### config.mk
export PLATFORM = sky130hd
export DESIGN_NAME = mreq_engine
export DESIGN_NICKNAME = d
export VERILOG_FILES = /design/src/rtl/mreq_pkg.sv /design/src/rtl/mreq_fifo.sv /design/src/rtl/mreq_ctrl.sv /design/src/rtl/mreq_engine.sv
export SDC_FILE = /design/constraint.sdc
export NUM_CORES = 1
export LEC_CHECK = 0
export ABC_AREA = 1
export ABC_CLOCK_PERIOD_IN_PS = 3500
export BUFFER_PORTS_ARGS = -buffer_cell sky130_fd_sc_hd__buf_2
export CORE_ASPECT_RATIO = 0.5
export CORE_UTILIZATION = 50
export CTS_BUF_LIST = sky130_fd_sc_hd__clkbuf_8
export DETAILED_ROUTE_END_ITERATION = 8
export PLACE_DENSITY = 0.67
export RECOVER_POWER = 100
export SETUP_SLACK_MARGIN = 0.5
export SLEW_MARGIN = 40
export SYNTH_ARGS = -nofsm -noshare
export SYNTH_HDL_FRONTEND = slang
export SYNTH_SLANG_ARGS = --single-unit
### constraint.sdc
create_clock -name clk -period 3.5 [get_ports clk]
set_clock_uncertainty 0.05 [all_clocks]
set_input_delay 0.7 -clock clk [delete_from_list [all_inputs] [get_ports clk]]
set_output_delay 0.7 -clock clk [all_outputs]
set_load 0.03 [all_outputs]
### src/rtl/mreq_pkg.sv
package mreq_pkg;
  typedef enum logic [2:0] {
    ST_IDLE  = 3'd0,
    ST_FETCH = 3'd1,
    ST_ISSUE = 3'd2,
    ST_WAIT  = 3'd3,
    ST_PUSH  = 3'd4
  } mreq_state_e;
endpackage

### src/rtl/mreq_fifo.sv
module mreq_fifo #(
  parameter int W     = 8,
  parameter int DEPTH = 4
) (
  input  logic         clk,
  input  logic         rst_n,
  input  logic         in_valid,
  output logic         in_ready,
  input  logic [W-1:0] in_data,
  output logic         out_valid,
  input  logic         out_ready,
  output logic [W-1:0] out_data
);
  localparam int PW = (DEPTH > 1) ? $clog2(DEPTH) : 1;
  localparam int CW = $clog2(DEPTH + 1);

  logic [W-1:0]  store [DEPTH];
  logic [PW-1:0] wr_ptr, rd_ptr;
  logic [CW-1:0] count;
  logic          do_push, do_pop;

  assign in_ready  = (count != CW'(DEPTH));
  assign out_valid = (count != '0);
  assign do_push   = in_valid && in_ready;
  assign do_pop    = out_valid && out_ready;
  assign out_data  = store[rd_ptr];

  function automatic logic [PW-1:0] bump(input logic [PW-1:0] p);
    return (p == PW'(DEPTH - 1)) ? '0 : p + 1'b1;
  endfunction

  always_ff @(posedge clk) begin
    if (do_push) store[wr_ptr] <= in_data;
  end

  always_ff @(posedge clk or negedge rst_n) begin
    if (!rst_n) begin
      wr_ptr <= '0;
      rd_ptr <= '0;
      count  <= '0;
    end else begin
      if (do_push) wr_ptr <= bump(wr_ptr);
      if (do_pop)  rd_ptr <= bump(rd_ptr);
      case ({do_push, do_pop})
        2'b10:   count <= count + 1'b1;
        2'b01:   count <= count - 1'b1;
        default: count <= count;
      endcase
    end
  end
endmodule

### src/rtl/mreq_ctrl.sv
module mreq_ctrl
  import mreq_pkg::*;
#(
  parameter int ADDR_W = 16,
  parameter int TAG_W  = 4,
  parameter int DATA_W = 32
) (
  input  logic              clk,
  input  logic              rst_n,
  input  logic              rq_avail,
  input  logic [ADDR_W-1:0] rq_addr,
  input  logic [TAG_W-1:0]  rq_tag,
  output logic              rq_pop,
  input  logic              calib_done,
  input  logic              cmd_rdy,
  output logic              cmd_en,
  output logic [ADDR_W-1:0] cmd_addr,
  input  logic              rd_valid,
  input  logic [DATA_W-1:0] rd_data,
  input  logic              rs_room,
  output logic              rs_push,
  output logic [TAG_W-1:0]  rs_tag,
  output logic [DATA_W-1:0] rs_data
);
  mreq_state_e       st, nxt;
  logic [ADDR_W-1:0] addr_q;
  logic [TAG_W-1:0]  tag_q;
  logic [DATA_W-1:0] data_q;

  assign rq_pop   = (st == ST_IDLE) && rq_avail && calib_done;
  assign cmd_en   = (st == ST_ISSUE) && calib_done;
  assign rs_push  = (st == ST_PUSH) && rs_room;
  assign cmd_addr = addr_q;
  assign rs_tag   = tag_q;
  assign rs_data  = data_q;

  always_comb begin
    nxt = st;
    case (st)
      ST_IDLE:  if (rq_pop) nxt = ST_FETCH;
      ST_FETCH: nxt = ST_ISSUE;
      ST_ISSUE: if (cmd_en && cmd_rdy) nxt = ST_WAIT;
      ST_WAIT:  if (rd_valid) nxt = ST_PUSH;
      ST_PUSH:  if (rs_room) nxt = ST_IDLE;
      default:  nxt = ST_IDLE;
    endcase
  end

  always_ff @(posedge clk or negedge rst_n) begin
    if (!rst_n) begin
      st     <= ST_IDLE;
      addr_q <= '0;
      tag_q  <= '0;
      data_q <= '0;
    end else begin
      st <= nxt;
      if (rq_pop) begin
        addr_q <= rq_addr;
        tag_q  <= rq_tag;
      end
      if ((st == ST_WAIT) && rd_valid) data_q <= rd_data;
    end
  end
endmodule

### src/rtl/mreq_engine.sv
module mreq_engine #(
  parameter int ADDR_W    = 16,
  parameter int TAG_W     = 4,
  parameter int DATA_W    = 32,
  parameter int REQ_DEPTH = 4,
  parameter int RSP_DEPTH = 4
) (
  input  logic              clk,
  input  logic              rst_n,
  input  logic              req_valid,
  output logic              req_ready,
  input  logic [ADDR_W-1:0] req_addr,
  input  logic [TAG_W-1:0]  req_tag,
  input  logic              mem_calib_done,
  input  logic              mem_cmd_rdy,
  output logic              mem_cmd_en,
  output logic [ADDR_W-1:0] mem_cmd_addr,
  input  logic              mem_rd_valid,
  input  logic [DATA_W-1:0] mem_rd_data,
  output logic              rsp_valid,
  input  logic              rsp_ready,
  output logic [TAG_W-1:0]  rsp_tag,
  output logic [DATA_W-1:0] rsp_data,
  output logic              acc_done
);
  localparam int RQW = TAG_W + ADDR_W;
  localparam int RSW = TAG_W + DATA_W;

  logic              rq_avail, rq_pop, rs_room;
  logic [RQW-1:0]    rq_word;
  logic [TAG_W-1:0]  eng_tag;
  logic [DATA_W-1:0] eng_data;
  logic [RSW-1:0]    rs_word;

  mreq_fifo #(.W(RQW), .DEPTH(REQ_DEPTH)) u_req_q (
    .clk(clk), .rst_n(rst_n),
    .in_valid(req_valid), .in_ready(req_ready), .in_data({req_tag, req_addr}),
    .out_valid(rq_avail), .out_ready(rq_pop), .out_data(rq_word)
  );

  mreq_ctrl #(.ADDR_W(ADDR_W), .TAG_W(TAG_W), .DATA_W(DATA_W)) u_ctrl (
    .clk(clk), .rst_n(rst_n),
    .rq_avail(rq_avail), .rq_addr(rq_word[ADDR_W-1:0]), .rq_tag(rq_word[RQW-1:ADDR_W]),
    .rq_pop(rq_pop),
    .calib_done(mem_calib_done), .cmd_rdy(mem_cmd_rdy),
    .cmd_en(mem_cmd_en), .cmd_addr(mem_cmd_addr),
    .rd_valid(mem_rd_valid), .rd_data(mem_rd_data),
    .rs_room(rs_room), .rs_push(acc_done), .rs_tag(eng_tag), .rs_data(eng_data)
  );

  mreq_fifo #(.W(RSW), .DEPTH(RSP_DEPTH)) u_rsp_q (
    .clk(clk), .rst_n(rst_n),
    .in_valid(acc_done), .in_ready(rs_room), .in_data({eng_tag, eng_data}),
    .out_valid(rsp_valid), .out_ready(rsp_ready), .out_data(rs_word)
  );

  assign rsp_tag  = rs_word[RSW-1:DATA_W];
  assign rsp_data = rs_word[DATA_W-1:0];
endmodule

**After elaboration in Yosys (flattened, before gate mapping)**

Memories as Yosys holds them, arrays and structs flattened. A register that Yosys moved wholly into a read port is not among the register bits.
Cells that the tools add are included.

- Bits in registers: 49
- Memory bits (writable): 224
- Input bits: 59
- Output and inout port bits: 56
- Logic and storage cells: 68
- Memories: 2

- Add/subtract/negate cells: 8
- Equality and inequality tests: 18
- Muxes and demuxes: 15
- Reduce and logical (&&, ||, !) cells: 17

Memories:

| name | depth | bits a word | rd ports | clocked after memory_dff | wr ports | RTL line | source |
|---|---|---|---|---|---|---|---|
| u_rsp_q.store | 4 | 36 | 1 | 0 | 1 | mreq_fifo.sv:17 | `logic [W-1:0] store [DEPTH];` |
| u_req_q.store | 4 | 20 | 1 | 1 | 1 | mreq_fifo.sv:17 |  |

Operator list:

| operator | number |
|---|---|
| case mux 3 bit (5 select lines) | 1 |
| == test 2 bit (second input constant) | 6 |
| two-way mux 3 bit | 4 |
| case mux 3 bit (2 select lines) | 2 |
| logical AND 1 bit | 10 |
| adder 2 x 1 -> 2 bit (second input constant) | 4 |
| two-way mux 2 bit | 4 |
| adder 3 x 1 -> 3 bit (second input constant) | 2 |
| == test 3 x 2 -> 1 bit (second input constant) | 2 |
| inequality test 2 bit (second input constant) | 3 |
| inequality test 3 bit (second input constant) | 2 |
| nonzero test 3 bit | 2 |
| subtractor 3 x 1 -> 3 bit (second input constant) | 2 |
| == test 2 x 1 -> 1 bit (second input constant) | 2 |
| two-way mux 1 bit | 4 |
| AND reduction 4 bit | 1 |
| nonzero test 2 bit | 2 |
| == test 3 x 1 -> 1 bit (second input constant) | 1 |
| == test 3 bit (second input constant) | 1 |
| logical NOT 3 bit | 1 |
| inequality test 2 x 1 -> 1 bit (second input constant) | 1 |
| logical NOT 1 bit | 1 |

**Depth between registers and ports, before layout**

- Depth in word-level cells: 6
- Gate-level depth with buffers: 12
- Depth with buffers taken out: 11

**Hierarchy**

From an unflattened synthesis, not the netlist that was laid out.

- Cell total of the unflattened synthesis: 1,024
- Area total of the unflattened synthesis: 12,107.9 um^2

By module, submodules not included:

| module | times used | cells an instance | area each (um^2) | seq. area each (um^2) |
|---|---|---|---|---|
| mreq_fifo at u_rsp_q | 1 | 478 | 6,197.2 | 4,499.3 |
| mreq_fifo at u_req_q | 1 | 292 | 3,683.5 | 2,577.5 |
| mreq_ctrl | 1 | 254 | 2,227.1 | 1,376.3 |

**Least setup slack after synthesis**

No wires, ideal clock.

- Path type: reg-to-reg
- Start point: register u_ctrl.st[2]
- End point: memory u_rsp_q.store[0][0] (netlist name), enable pin
- Setup time: 429 ps
- Arrival time: 2,225 ps
- Data required time: 3,021 ps
- Path slack: 795 ps
- Cell stages (with the launch flop): 5
- Path buffers: 0
- Period minus slack after synthesis: 2,705 ps
- Cell sequence: dfrtp_1 nand3_1 inv_2 nand2_2 nor2_1

- Word-level cells in the longest chain between the ends: 5

RTL lines:

| item | RTL line | source |
|---|---|---|
| start: declaration | mreq_ctrl.sv:25 | `mreq_state_e st, nxt;` |
| start signal: assignment | mreq_ctrl.sv:56 | `st <= nxt;` |
| == test 3 bit | mreq_ctrl.sv:32 | `assign rs_push = (st == ST_PUSH) && rs_room;` |
| logical AND 1 bit | mreq_ctrl.sv:32 |  |
| logical AND 1 bit | mreq_fifo.sv:24 | `assign do_push = in_valid && in_ready;` |
| two-way mux 1 bit | mreq_fifo.sv:33 | `if (do_push) store[wr_ptr] <= in_data;` |
| two-way mux 1 bit (not written as such) | mreq_fifo.sv:33 |  |
| end: declaration | mreq_fifo.sv:17 |  |

Every way passes these cells.

**Worst setup path in the final report**

- Start point: register u_rsp_q.rd_ptr[0]
- End point: output rsp_tag[3]

- Word-level cells in the longest chain between the ends: 1

RTL lines:

| item | RTL line | source |
|---|---|---|
| start: declaration | mreq_fifo.sv:18 | `logic [PW-1:0] wr_ptr, rd_ptr;` |
| start signal: assignment | mreq_fifo.sv:43 | `if (do_pop) rd_ptr <= bump(rd_ptr);` |
| memory read (4 x 36 bit) | - |  |
| end: declaration | mreq_engine.sv:22 | `output logic [TAG_W-1:0] rsp_tag,` |

Every way passes these cells.

==> qor.txt <==
P_int -> 0.00688 W
Clk Latency, worst-skew pair -> 530 ps
Ys async rst share -> 0.235
H-tree levels -> 2
Post-synth top area share -> 0.594
Port Buffers -> 114
First-pass iteration count of the detailed router -> 5
Hold Buf Count CTS -> 0
Setup CP Type -> flop to output pin
Net switching power -> 0.00435 W
DIE WIDTH -> 215 um
Area contributors post-synth -> edfxtp_1 59%, dfrtp_1 15%, nand2_1 4.7%
Part of the power in registers -> 0.445
First-pass GRT wire length -> 37.4 mm
Library cells used by synthesis -> 28
Vias in the first global route -> 7152
Failing checks -> capacitance limit, slew limit
Remaining DRCs -> 0
Net Count, Synth -> 963
CP Data Arrival Time -> 2180 ps
Crit share post-route -> 0.837
I/O pin cnt -> 115
Max incr delay on CP -> 440 ps
Drt via density -> 5.26
Fmax -> 341 MHz
Static leakage -> 4.90 nW
Share of layout cells above drive strength 1 -> 0.108
Nets -> 1094
Pin count of the biggest net entering global routing -> 75
CTS tree -> built
Die area -> 23300 sq um
Worst path cell trace -> buf_6, o21ai_0, o22ai_1, clkbuf_1
Comb pwr share -> 0.329
Num CTS Buffers -> 42
Die height -> 108 um
Initial Utilization -> 0.516
Max-cap viol count -> 2
Worst setup SP type -> flop
Root Buffer Master -> clkbuf_8
Worst Path Required -> 2750 ps
Core area -> 21900 sq um
Fill cells -> 1839
Synthesized area per cell -> 12.7 sq um
WL/cell -> 17.7 um
Gr usage total -> 0.209
Slew Limit Headroom -> -0.338
Worst Path Max Fanout -> 74
Final GP Congestion -> 0.774
Main synth FF type -> edfxtp_1
Antenna Nets Post-Route -> 0
Status -> finished with violations
Post-Synthesis Cells -> 890
Initial antenna violation count -> 1
Cell Pwr Density -> 873 nW/um^2
Final setup viols -> 0
Slowest cell on crit path -> buf_6
Yosys warnings -> 0
Netlist Area Pre-Place -> 11300 sq um
Clock transition at the registers of the reported paths -> 60 ps
Synthesis-to-finish area growth -> 13.6%
Setup TNS -> 0 ps
Worst min-delay path category -> input port to flop
Clock sink count -> 293
Drt total wl -> 24.0 mm
Worst Setup End Kind -> output pin
CTS max path bufs -> 3
Total power -> 0.0112 W
Seq cells post-synth -> 293
Post-synth EDFFs -> 224
Grt ovf -> 0
Fin crit period -> 2930 ps
RSZ-0062 raised after global routing -> false
Peak supply drop -> 0.000397 V
Worst-Margin Slew -> 2010 ps
Max-slew violation count -> 104
Vias -> 7130
Yosys top cell by area -> edfxtp_1
Sequential area share after synthesis -> 0.747
Power share of the clock group -> 0.226
Net Sw Frac -> 0.387
Final hold violation count -> 0
Detailed Route Iter0 Violations -> 497
Site Rows -> 38
DP HPWL -> 13.5 mm
==> synth_stat cells, types with 2 or more instances <==
| cell | instances |
|---|---|
| buf_4 | 5 |
| xnor2_1 | 2 |
| a21oi_1 | 5 |
| nand3_1 | 40 |
| clkbuf_1 | 17 |
| inv_1 | 24 |
| fa_1 | 2 |
| o22ai_1 | 56 |
| buf_2 | 22 |
| nand2_2 | 2 |
| inv_2 | 7 |
| o21ai_1 | 19 |
| edfxtp_1 | 224 |
| nand2_1 | 141 |
| o21ai_0 | 103 |
| dfrtp_1 | 69 |
| xor2_1 | 2 |
| nor2_1 | 126 |
| buf_6 | 4 |
| ha_1 | 12 |
==> placed cells by master (no fill, tap or decap), drive strengths merged <==
master	instances
xnor2	2
clkinvlp	1
clkinv	13
xor2	2
nand3b	1
nor2	128
clkbuf	139
inv	44
o21ai	122
diode	1
a21oi	5
ha	12
buf	46
nand2	144
o22ai	56
dfrtp	69
edfxtp	224
and2	1
o21bai	1
fa	2
nand3	41
and3	1
==> power groups by stage <==
stage                     clock network (W)  registers, W  logic (W)
after floorplan                           0       0.00512    0.00261
after CTS                           0.00261       0.00499    0.00389
after global placement                    0       0.00501    0.00380
after global routing                0.00276       0.00508    0.00410
final                               0.00254       0.00500    0.00370
after detailed placement                  0       0.00505    0.00388
==> cell type report <==
class | instances | area, sq um | share of cell area
Multi-Input combinational cell | 518 | 2490 | 0.194
Inverter | 31 | 123 | 0.00953
Tap cell | 300 | 375 | 0.0292
Timing Repair Buffer | 135 | 621 | 0.0483
Sequential cell | 293 | 8450 | 0.657
Clock inverter | 27 | 105 | 0.00817
Clock buffer | 50 | 688 | 0.0535
Antenna cell | 1 | 2.50 | 0.000195
==> routing by layer <==
layer	track usage	share of wire
met3	0.0481	0.058
met4	0.0617	0.018
met2	0.361	0.49
met1	0.267	0.44
met5	0	0
==> cell families after synthesis <==
logic type	share of synthesized area
xor+xnor	0.00310
fa+ha+maj	0.0168
compound gates	0.0878
buf+inv	0.0329
flops	0.747
simple gates	0.113
==> per-stage QoR <==
stage	hold WS, ps	std cells	util	worst slack (ps)	cell area, sq um
after floorplan	354	890	-	795	11300
after global placement	410	1277	0.558	1110	12200
after detailed placement	411	1277	0.558	1050	12200
after CTS	164	1354	0.594	582	13000
after global routing	323	1355	0.587	353	12900
final	347	1355	0.587	569	12900
==> registers in the layout, indices dropped and copies added, names as in the netlist <==
signal / cells
u_req_q.store: 80
u_req_q.wr_ptr: 2
u_ctrl.st: 3
u_req_q.rd_ptr: 2
u_ctrl.cmd_addr: 16
u_ctrl.rs_data: 32
u_ctrl.rs_tag: 4
u_rsp_q.rd_ptr: 2
u_rsp_q.wr_ptr: 2
u_req_q.count: 3
u_rsp_q.store: 144
u_rsp_q.count: 3
==> what timing repair did <==
action,in CTS,in global routing
resized for setup,2,1
buffers inserted,0,0
endpoints found under the setup margin,3,2
hold endpoints to repair,0,0
==> worst max-delay path, delay by kind of cell, from the launching register on <==
family                 cells  cell delay (ps)
AOI/OAI and AO/OA          2              440
buffers and inverters      2              780
DFF                        1              390
==> path summary, 6_finish.rpt <==
| path | start | endpoint | slack, ps | cells after the start |
|---|---|---|---|---|
| max reg2reg | u_ctrl.st[1]$_DFFE_PN0P_ | u_rsp_q.store[2][31]$_DFFE_PP_ | 680 | 6 |
| max | u_rsp_q.rd_ptr[0]$_DFFE_PN0P_ | rsp_tag[3] | 570 | 4 |
| min reg2reg | u_rsp_q.count[0]$_DFFE_PN0P_ | u_rsp_q.count[0]$_DFFE_PN0P_ | 420 | 1 |
| max in group asynchronous | rst_n | u_rsp_q.rd_ptr[0]$_DFFE_PN0P_ | 1390 | 1 |
| min in group asynchronous | rst_n | u_ctrl.cmd_addr[1]$_DFFE_PN0P_ | 690 | 1 |
| min | mem_rd_data[23] | u_ctrl.rs_data[23]$_DFFE_PN0P_ | 350 | 3 |
(Power assumes the default switching activity.)
